## src/rtl/dma_pkg.sv

```systemverilog
package dma_pkg;
  typedef enum logic [1:0] {
    XFER_REQ   = 2'd0,
    XFER_BURST = 2'd1,
    XFER_STEAL = 2'd2,
    XFER_ALT   = 2'd3
  } xfer_mode_e;

  typedef enum logic [1:0] {
    STEP_INC  = 2'd0,
    STEP_DEC  = 2'd1,
    STEP_HOLD = 2'd2,
    STEP_RSV  = 2'd3
  } step_e;

  typedef enum logic [2:0] {
    ST_IDLE,
    ST_WAIT_DRQ,
    ST_REQ,
    ST_READ,
    ST_WRITE,
    ST_GAP
  } xfer_state_e;
endpackage

```

## src/rtl/dma_addr_step.sv

```systemverilog
module dma_addr_step
  import dma_pkg::*;
#(
  parameter int ADDR_W = 20
) (
  input  logic              clk,
  input  logic              rst_n,
  input  logic              load,
  input  logic [ADDR_W-1:0] load_addr,
  input  logic              load_io,
  input  logic [1:0]        load_step,
  input  logic              adv,
  output logic [ADDR_W-1:0] addr,
  output logic              io
);
  step_e step_q;

  always_ff @(posedge clk or negedge rst_n) begin
    if (!rst_n) begin
      addr   <= '0;
      io     <= 1'b0;
      step_q <= STEP_HOLD;
    end else if (load) begin
      addr   <= load_addr;
      io     <= load_io;
      step_q <= step_e'(load_step);
    end else if (adv && !io) begin
      case (step_q)
        STEP_INC: addr <= addr + ADDR_W'(1);
        STEP_DEC: addr <= addr - ADDR_W'(1);
        default:  addr <= addr;
      endcase
    end
  end

  // An I/O-side pointer never moves once loaded
  assert_io_fixed_R4: assert property (@(posedge clk) disable iff (!rst_n)
    (io && !load) |=> $stable(addr));
endmodule

```

## src/rtl/dma_count.sv

```systemverilog
module dma_count #(
  parameter int CNT_W = 16
) (
  input  logic             clk,
  input  logic             rst_n,
  input  logic             load,
  input  logic [CNT_W-1:0] load_val,
  input  logic             dec,
  output logic             last
);
  logic [CNT_W-1:0] left_q;

  always_ff @(posedge clk or negedge rst_n) begin
    if (!rst_n)    left_q <= '0;
    else if (load) left_q <= load_val;
    else if (dec)  left_q <= left_q - CNT_W'(1);
  end

  // zero loaded rolls to all ones, giving 2^CNT_W bytes before reaching 1
  assign last = (left_q == CNT_W'(1));

  assert_count_hold_R6: assert property (@(posedge clk) disable iff (!rst_n)
    (!load && !dec) |=> $stable(left_q));
endmodule

```

## src/rtl/dma_ctrl.sv

```systemverilog
module dma_ctrl
  import dma_pkg::*;
(
  input  logic       clk,
  input  logic       rst_n,
  input  logic       start,
  input  logic [1:0] mode_in,
  input  logic       dreq,
  input  logic       grant,
  input  logic       ready,
  input  logic       last,
  output logic       load,
  output logic       rd_fire,
  output logic       wr_fire,
  output logic       bus_req,
  output logic       bus_valid,
  output logic       wr_phase,
  output logic       busy
);
  xfer_state_e state_q, state_d;
  xfer_mode_e  mode_q;
  logic        is_burst;

  assign is_burst  = (mode_q == XFER_BURST) || (mode_q == XFER_ALT);
  assign busy      = (state_q != ST_IDLE);
  assign load      = start && (state_q == ST_IDLE);
  assign bus_req   = (state_q == ST_REQ) || (state_q == ST_READ) || (state_q == ST_WRITE);
  assign wr_phase  = (state_q == ST_WRITE);
  assign bus_valid = ((state_q == ST_READ) || (state_q == ST_WRITE)) && grant;
  assign rd_fire   = bus_valid && ready && (state_q == ST_READ);
  assign wr_fire   = bus_valid && ready && (state_q == ST_WRITE);

  always_comb begin
    state_d = state_q;
    case (state_q)
      ST_IDLE:     if (start) state_d = (xfer_mode_e'(mode_in) == XFER_REQ) ? ST_WAIT_DRQ : ST_REQ;
      ST_WAIT_DRQ: if (dreq) state_d = ST_REQ;
      ST_GAP:      state_d = ST_REQ;
      ST_REQ:      if (grant) state_d = ST_READ;
      ST_READ:     if (rd_fire) state_d = ST_WRITE;
      ST_WRITE: begin
        if (wr_fire) begin
          if (last)                    state_d = ST_IDLE;
          else if (is_burst)           state_d = ST_READ;
          else if (mode_q == XFER_REQ) state_d = dreq ? ST_READ : ST_WAIT_DRQ;
          else                         state_d = ST_GAP;
        end
      end
      default:     state_d = ST_IDLE;
    endcase
  end

  always_ff @(posedge clk or negedge rst_n) begin
    if (!rst_n) begin
      state_q <= ST_IDLE;
      mode_q  <= XFER_BURST;
    end else begin
      state_q <= state_d;
      if (load) mode_q <= xfer_mode_e'(mode_in);
    end
  end

  assert_burst_hold_R10: assert property (@(posedge clk) disable iff (!rst_n)
    (is_burst && bus_req && !(wr_fire && last)) |=> bus_req);

  assert_steal_release_R11: assert property (@(posedge clk) disable iff (!rst_n)
    (mode_q == XFER_STEAL && wr_fire && !last) |=> !bus_req);

  assert_drq_release_R12: assert property (@(posedge clk) disable iff (!rst_n)
    (mode_q == XFER_REQ && wr_fire && !last && !dreq) |=> !bus_req);
endmodule

```

## src/rtl/dma_engine.sv

```systemverilog
module dma_engine
  import dma_pkg::*;
#(
  parameter int ADDR_W = 20,
  parameter int CNT_W  = 16
) (
  input  logic              clk,
  input  logic              rst_n,
  input  logic              start,
  input  logic [ADDR_W-1:0] cfg_src_addr,
  input  logic [ADDR_W-1:0] cfg_dst_addr,
  input  logic [CNT_W-1:0]  cfg_count,
  input  logic              cfg_src_io,
  input  logic              cfg_dst_io,
  input  logic [1:0]        cfg_src_step,
  input  logic [1:0]        cfg_dst_step,
  input  logic [1:0]        cfg_mode,
  input  logic              dreq,
  output logic              bus_req,
  input  logic              bus_grant,
  output logic              bus_valid,
  input  logic              bus_ready,
  output logic              bus_write,
  output logic              bus_io,
  output logic [ADDR_W-1:0] bus_addr,
  output logic [7:0]        bus_wdata,
  input  logic [7:0]        bus_rdata,
  output logic              busy,
  output logic              done
);
  localparam int SIDES = 2;

  logic              load, rd_fire, wr_fire, wr_phase, last;
  logic [7:0]        hold_q;
  logic [ADDR_W-1:0] side_init [SIDES];
  logic              side_io_init [SIDES];
  logic [1:0]        side_step [SIDES];
  logic [ADDR_W-1:0] side_addr [SIDES];
  logic              side_io [SIDES];

  assign side_init[0]    = cfg_src_addr;
  assign side_init[1]    = cfg_dst_addr;
  assign side_io_init[0] = cfg_src_io;
  assign side_io_init[1] = cfg_dst_io;
  assign side_step[0]    = cfg_src_step;
  assign side_step[1]    = cfg_dst_step;

  dma_ctrl u_ctrl (
    .clk(clk), .rst_n(rst_n), .start(start), .mode_in(cfg_mode), .dreq(dreq),
    .grant(bus_grant), .ready(bus_ready), .last(last), .load(load),
    .rd_fire(rd_fire), .wr_fire(wr_fire), .bus_req(bus_req),
    .bus_valid(bus_valid), .wr_phase(wr_phase), .busy(busy)
  );

  dma_count #(.CNT_W(CNT_W)) u_count (
    .clk(clk), .rst_n(rst_n), .load(load), .load_val(cfg_count),
    .dec(wr_fire), .last(last)
  );

  for (genvar s = 0; s < SIDES; s++) begin : g_side
    dma_addr_step #(.ADDR_W(ADDR_W)) u_ptr (
      .clk(clk), .rst_n(rst_n), .load(load), .load_addr(side_init[s]),
      .load_io(side_io_init[s]), .load_step(side_step[s]), .adv(wr_fire),
      .addr(side_addr[s]), .io(side_io[s])
    );
  end

  assign bus_write = wr_phase;
  assign bus_addr  = wr_phase ? side_addr[1] : side_addr[0];
  assign bus_io    = wr_phase ? side_io[1]   : side_io[0];
  assign bus_wdata = hold_q;

  always_ff @(posedge clk or negedge rst_n) begin
    if (!rst_n) begin
      hold_q <= '0;
      done   <= 1'b0;
    end else begin
      if (rd_fire) hold_q <= bus_rdata;
      if (load) done <= 1'b0;
      else if (wr_fire && last) done <= 1'b1;
    end
  end

  assert_hold_under_stall_R8: assert property (@(posedge clk) disable iff (!rst_n)
    (bus_valid && !bus_ready) |=> ($stable(bus_addr) && $stable(bus_write) && $stable(bus_io)));

  assert_valid_needs_grant_R9: assert property (@(posedge clk) disable iff (!rst_n)
    bus_valid |-> (bus_req && bus_grant));

  assert_done_idle_R7: assert property (@(posedge clk) disable iff (!rst_n)
    done |-> !busy);
endmodule

```

## config.mk

```make
export PLATFORM = sky130hd
export DESIGN_NAME = dma_engine
export DESIGN_NICKNAME = d
export VERILOG_FILES = /design/src/rtl/dma_pkg.sv /design/src/rtl/dma_addr_step.sv /design/src/rtl/dma_count.sv /design/src/rtl/dma_ctrl.sv /design/src/rtl/dma_engine.sv
export SDC_FILE = /design/constraint.sdc
export NUM_CORES = 1
export LEC_CHECK = 0
export ABC_AREA = 0
export ABC_CLOCK_PERIOD_IN_PS = 5400
export BUFFER_PORTS_ARGS = -buffer_cell sky130_fd_sc_hd__buf_2
export CELL_PAD_IN_SITES_DETAIL_PLACEMENT = 0
export CELL_PAD_IN_SITES_GLOBAL_PLACEMENT = 1
export CORE_MARGIN = 2
export CORE_UTILIZATION = 30
export CTS_CLUSTER_SIZE = 28
export DETAILED_ROUTE_END_ITERATION = 16
export HOLD_SLACK_MARGIN = 0.03
export PLACE_DENSITY = 0.59
export SLEW_MARGIN = 0
export SYNTH_ARGS = -nofsm -noshare
export SYNTH_HDL_FRONTEND = slang
export SYNTH_SLANG_ARGS = --single-unit
export TNS_END_PERCENT = 50
```

## constraint.sdc

```tcl
create_clock -name clk -period 5.4 [get_ports clk]
set_input_delay 0.81 -clock clk [delete_from_list [all_inputs] [get_ports clk]]
set_output_delay 0.81 -clock clk [all_outputs]
set_load 0.05 [all_outputs]
```

[Word level (Yosys, flattened, before mapping)]
Cells that the tools add are included.
Operators by class
  multiplexer cells: 23
  $add $sub $neg: 5
  multiply operators: 0
  divide/modulo/power cells: 0
  reduce and logical (&&, ||, !) cells: 29
  bitwise logic cells: 0
  shift operators: 0
  magnitude comparators: 0
  equal/unequal tests: 15
Operator list (count)
  $mux W20: 5
  $pmux W20 S2: 2
  $add A20 B1 Y20 const B: 2
  $sub A20 B1 Y20 const B: 2
  $mux W16: 2
  $mux W3: 8
  $pmux W3 S6: 1
  $eq A16 B1 Y1 const B: 1
  $sub A16 B1 Y16 const B: 1
  $reduce_bool A3 Y1: 3
  $logic_and A1 B1 Y1: 8
  $logic_not A2 Y1: 4
  $ne A2 B2 Y1 const B: 4
  $reduce_bool A2 Y1: 4
  $eq A2 B1 Y1 const B: 3
  $eq A3 B2 Y1 const B: 2
  $eq A3 B3 Y1 const B: 2
  $reduce_and A5 Y1: 1
  $logic_or A1 B1 Y1: 4
  $mux W2: 2
  $reduce_and A2 Y1: 2
  $eq A3 B1 Y1 const B: 1
  $logic_not A3 Y1: 1
  $mux W1: 3
  other kinds (3): 4
Storage, ports and cells
  logic and storage cells: 83
  bits in registers: 76
  bits of input ports: 78
  memory bits (read-only): 0
  output and inout bits: 34
  memory bits (writable): 0
  memories: 0
  latch bits: 0

[Longest topological paths before layout]
  word-level depth: 8
  depth in mapped cells: 13
  mapped depth without buffers: 9

[Cells and area by module]
Synthesis repeated with hierarchy kept, for this count alone.
Unflattened totals
  cell total of the unflattened synthesis: 650
  area total of the unflattened synthesis: 5770.5 sq um
Modules (own cells, without submodules)
  dma_addr_step: area each 1811.7 sq um, times used 2, seq. area each 576.8 sq um, cells each 219
  dma_count: area each 1088.5 sq um, times used 1, seq. area each 400.4 sq um, cells each 121
  dma_engine: area each 663.1 sq um, times used 1, seq. area each 225.2 sq um, cells each 43
  dma_ctrl: area each 395.4 sq um, times used 1, seq. area each 126.4 sq um, cells each 48

[Worst setup path before layout]
No wires, ideal clock.
  kind: reg2reg
  start: register g_side[1].u_ptr.step_q[1]
  end: register g_side[1].u_ptr.addr[16]
  path slack: 2.003 ns
  cell stages (with the launch flop): 14
  data arrival time: 3.271 ns
  required time: 5.273 ns
  library setup time: 0.127 ns
  path buffers: 4
  clock period less this slack: 3.397 ns
  cells stage by stage: dfstp_2 clkbuf_1 nand2b_1 clkbuf_1 clkbuf_1 buf_1 xnor2_1 ha_1 and3_1 nor4b_1 o22ai_1 or4_1 a21oi_1 a211oi_1
On the way
  cells in the longest elaborated chain, start to end: 4
  elaborated cells on any way between the ends: 7
  classes of those cells: eq/ne (1); mux (3); reduce/logical (3)
Ends and longest elaborated chain
  from (decl): RTL line dma_addr_step.sv:16  | step_e step_q;
  from (signal assigned): RTL line dma_addr_step.sv:26  | step_q <= step_e'(load_step);
  $eq A2 B1 Y1 or $logic_not A2 Y1 (tied branches): RTL line dma_addr_step.sv:28  | case (step_q)
  $pmux W20 S2: RTL line dma_addr_step.sv:28
  $mux W20: RTL line dma_addr_step.sv:27  | end else if (adv && !io) begin
  $mux W20: RTL line dma_addr_step.sv:23  | end else if (load) begin
  to (signal assigned): RTL line dma_addr_step.sv:24  | addr <= load_addr;
  to (signal assigned): RTL line dma_addr_step.sv:29  | STEP_INC: addr <= addr + ADDR_W'(1);
  to (signal assigned): RTL line dma_addr_step.sv:30  | STEP_DEC: addr <= addr - ADDR_W'(1);
  to (decl): RTL line dma_addr_step.sv:13  | output logic [ADDR_W-1:0] addr,
Several ways; a longest one is shown, not always the timed one. The select of a mux whose other input is x is not followed.
A chain may end at the register's enable or synchronous reset.

[Final worst setup path]
  start: register u_ctrl.state_q[2]
  end: register g_side[0].u_ptr.addr[15]
On the way
  cells in the longest elaborated chain, start to end: 8
  elaborated cells on any way between the ends: 13
  classes of those cells: eq/ne (2); mux (1); reduce/logical (10)
Ends and longest elaborated chain
  from (decl): RTL line dma_ctrl.sv:20  | xfer_state_e state_q, state_d;
  from (signal assigned): RTL line dma_ctrl.sv:58  | state_q <= state_d;
  $eq A3 B2 Y1 or $eq A3 B3 Y1 (tied branches): RTL line dma_ctrl.sv:29, dma_ctrl.sv:31
  $logic_or A1 B1 Y1: RTL line dma_ctrl.sv:29  | assign bus_valid = ((state_q == ST_READ) || (state_q == ST_WRITE)) && grant;
  $logic_and A1 B1 Y1: RTL line dma_ctrl.sv:29
  $logic_and A1 B1 Y1 (2 in a row): RTL line dma_ctrl.sv:31  | assign wr_fire = bus_valid && ready && (state_q == ST_WRITE);
  $logic_and A1 B1 Y1: RTL line dma_addr_step.sv:27
  $reduce_bool A2 Y1 (no source line)
  $reduce_and A2 Y1 (no source line)
  to (signal assigned): RTL line dma_addr_step.sv:29
  to (signal assigned): RTL line dma_addr_step.sv:30
  to (signal assigned): RTL line dma_addr_step.sv:31  | default: addr <= addr;
  to (decl): RTL line dma_addr_step.sv:13
Several ways; a longest one is shown, not always the timed one.

==> parameters.txt <==
Parameter                              Value

Status
  Outcome    complete, no violations

Flow run
  Max-cap violation count    0

Yosys
  Post-Synthesis Mean Instance Area    7.57 µm²
  Post-synth ARST share    1.00
  Flops & latches, synth    76
  Most numerous cell in the Yosys netlist    nand2_1
  Yosys Warn Count    0
  Cells after Synth    774
  EDFF count, synth    0
  Total nets after synthesis    856
  Cells taking the most area after synthesis    dfrtp_1 31%, nand2_1 9.7%, nor2_1 4.6%
  Sequential element share of the synthesized area    0.325
  Number of distinct library cells after synthesis    76
  Yosys top cell area share    0.312
  Commonest cells in the netlist    151 x nand2_1, 73 x dfrtp_1, 72 x nor2_1
  Synth Flop Type    dfrtp_1
  Synthesized area    5860 µm²
  Largest area contributor in the synthesized netlist    dfrtp_1

Cells and area
  Total inserted antenna cells    0
  Sequential cell area    1910 µm²
  Layout overhead on the synthesized area    15.9%
  Final instance area    6800 µm²
  Post-layout net count    915
  Proportion of layout cells with a drive suffix above 1    0.196
  Area of the multi-input gates    3600 µm²
  Fill cell count    2120

STA
  Number of hold violations in the final report    0
  Setup_tns    0 ns
  Total count of max-transition violations in the final report    0
  Setup ws final    1.56 ns
  Timing-limited maximum frequency    261 MHz
  Relative slew slack    0.300
  Layout Skew    0.00767 ns
  Minimum clock period after layout    3.84 ns
  Actual slew at the worst max-slew pin    1.05 ns
  Post-route clock period utilization    0.710
  Finish-stage setup viols    0
  RSZ-0062 raised after global routing    false
  Worst hold slack    0.471 ns

GRT
  Number of global-route vias before repair    5742
  All-Layer GR Usage    0.189
  Residual overflow from global routing    0
  Number of antenna violations at the first check in global routing    0
  Global-route wire length before repair    30800 µm
  Pin count of the biggest net entering global routing    77

CTS
  Clock tree from TritonCTS    done
  Clock latency reported for the late side of the worst-skew pair    0.35 ns
  Number of buffers inserted during clock tree synthesis    9
  Clock tree root driver cell    clkbuf_16
  Hold-fix buffer count after cts    0
  CTS clk-pin slew, worst paths    0.07 ns
  Clock sinks    76
  CTS HTree Levels    3
  Post-CTS Setup Repair Bufs    0
  Quantity of gates resized following cts    0
  Max Root-Sink Buffers    2

Route
  Routed via count divided by cell count    5.25
  WL per Instance    17.2 µm
  DR iter-0 viols    359
  First-pass iteration count of the detailed router    5
  Antenna-violating nets left    0
  Remaining DRCs    0
  Total wirelength of the detailed-routed design    19000 µm
  Via count    5796

Power
  Cell area power density    583 nW/µm²
  LEAKAGE    2.69 nW
  Worst VDD drop    0.277 mV

Place
  Count of buffers from port buffering    111
  Instance area after placement    6470 µm²
  RD Place Congestion    0.827
  Placement-stage worst setup slack    1.58 ns
  DP HPWL    13700 µm

Floorplanning
  Die height    144 µm
  Core ar.    19300 µm²
  Floorplan die area    20700 µm²
  Initial Util    0.303
  I/O pins    112
  Number of rows in the core area    51
  Chip width    144 µm

Worst setup path
  Worst path bufs/invs    1
  Cell with the biggest individual delay on the critical path    or3b_1
  Crit-path max cell delay    0.76 ns
  Start point of the critical path    u_ctrl.state_q[2]$_DFFE_PN0P_
  Worst EP arrival    4.10 ns
  Data required time at the worst endpoint    5.66 ns
  Gate family responsible for the most delay along the worst path    simple AND/OR/NAND/NOR gates
  Worst reg2reg path endpoint    g_side[0].u_ptr.addr[15]$_DFFE_PN0P_
  Critical path class    flop to flop
  Worst reg2reg startpoint    u_ctrl.state_q[2]$_DFFE_PN0P_
  Flop-to-flop setup slack    1.56 ns
  Cell Chain, Critical Path    or3b_1, inv_2, nand3_1, or4b_4, a2111o_1, and3b_1, o31ai_2
  Number of cell instances on the worst register-to-register path    7
  Biggest fanout along the worst timing path    30
  Kind of end point of the critical path    flop
  Crit start category    flop

Min path
  Startpoint of the most critical hold path    u_ctrl.mode_q[0]$_DFFE_PN1P_
  Type of the most critical hold path    flop to flop
  Endpoint of the worst hold-timing path    u_ctrl.mode_q[0]$_DFFE_PN1P_
  Min-Delay Path Depth    2
-- state kept, by name, indices dropped and copies added, names as in the netlist --
signal / cells
bus_wdata: 8
done: 1
g_side.u_ptr.addr: 40
g_side.u_ptr.io: 2
g_side.u_ptr.step_q: 4
u_count.left_q: 16
u_ctrl.mode_q: 2
u_ctrl.state_q: 3
-- stage by stage --
step,total power [mW],std cells,utilization
floorplan,2.78,774,-
global placement,3.26,1087,0.334
detailed placement,3.27,1087,0.334
CTS,3.99,1103,0.352
global route,4.26,1103,0.352
finish,3.96,1103,0.352
-- cells in the final DEF, fill, tap and decap left out, types with 24 or more instances in the layout --
cell     synthesis  layout
buf_2            2     110
dfrtp_1         73      73
xnor2_1         29      29
nand4_1         24      24
nor2_1          72      72
nor3_1          37      37
nand3_1         26      26
nand2_1        151     151
a21oi_1         41      41
o21ai_0         32      32
-- worst register-to-register path: cells and delay by family, from the launching register on --
kind                   cells  cell delay [ns]
and+or+nand+nor            4             2.04
AOI/OAI and AO/OA          2             0.61
DFF                        1             0.56
buffers and inverters      1             0.55
-- kinds of logic after synthesis --
| kind of cell | after synthesis | synth area share |
|---|---|---|
| multiplexers | 25 | 0.0446 |
| adder cells (fa/ha/maj) | 4 | 0.00854 |
| AO/OA/AOI/OAI | 137 | 0.142 |
| buffers and inverters | 76 | 0.0617 |
| flip-flops | 76 | 0.325 |
| XOR/XNOR | 44 | 0.0657 |
| AND/OR/NAND/NOR | 412 | 0.353 |
-- worst max-delay path by stage --
stage,end,slack (ns),cells after the start
final,g_side[0].u_ptr.addr[15]$_DFFE_PN0P_,1.56,7
after global routing,g_side[0].u_ptr.addr[15]$_DFFE_PN0P_,1.28,7
after CTS,g_side[0].u_ptr.addr[15]$_DFFE_PN0P_,1.55,7
after detailed placement,g_side[0].u_ptr.addr[15]$_DFFE_PN0P_,1.58,7
after global placement,g_side[0].u_ptr.addr[15]$_DFFE_PN0P_,1.71,7
after floorplan,g_side[1].u_ptr.addr[16]$_DFFE_PN0P_,2.00,13
-- cell type report --
type                    instances  area share
flip-flops and latches         76       0.280
repair buffers                116      0.0876
inverters                       8     0.00442
clock buffers                   9      0.0331
well taps                     265      0.0488
multi-input cells             622       0.530
clock inverters                 7      0.0155
-- per-layer routing --
layer / wire (µm) / part of all wire / track usage / vias to the layer above
li1: - / - / - / 2864
met1: 8540 / 0.45 / 0.246 / 2764
met2: 9340 / 0.49 / 0.325 / 156
met3: 944 / 0.050 / 0.0327 / 12
met4: 178 / 0.0094 / 0.0490 / 0
met5: 0 / 0 / 0 / -
-- power breakdown --
part	internal [mW]	total [mW]	switching, mW
clock	0.413	0.692	0.279
combinational	0.655	1.87	1.22
sequential	0.839	1.40	0.559
Power figures use the tool's default switching activity.
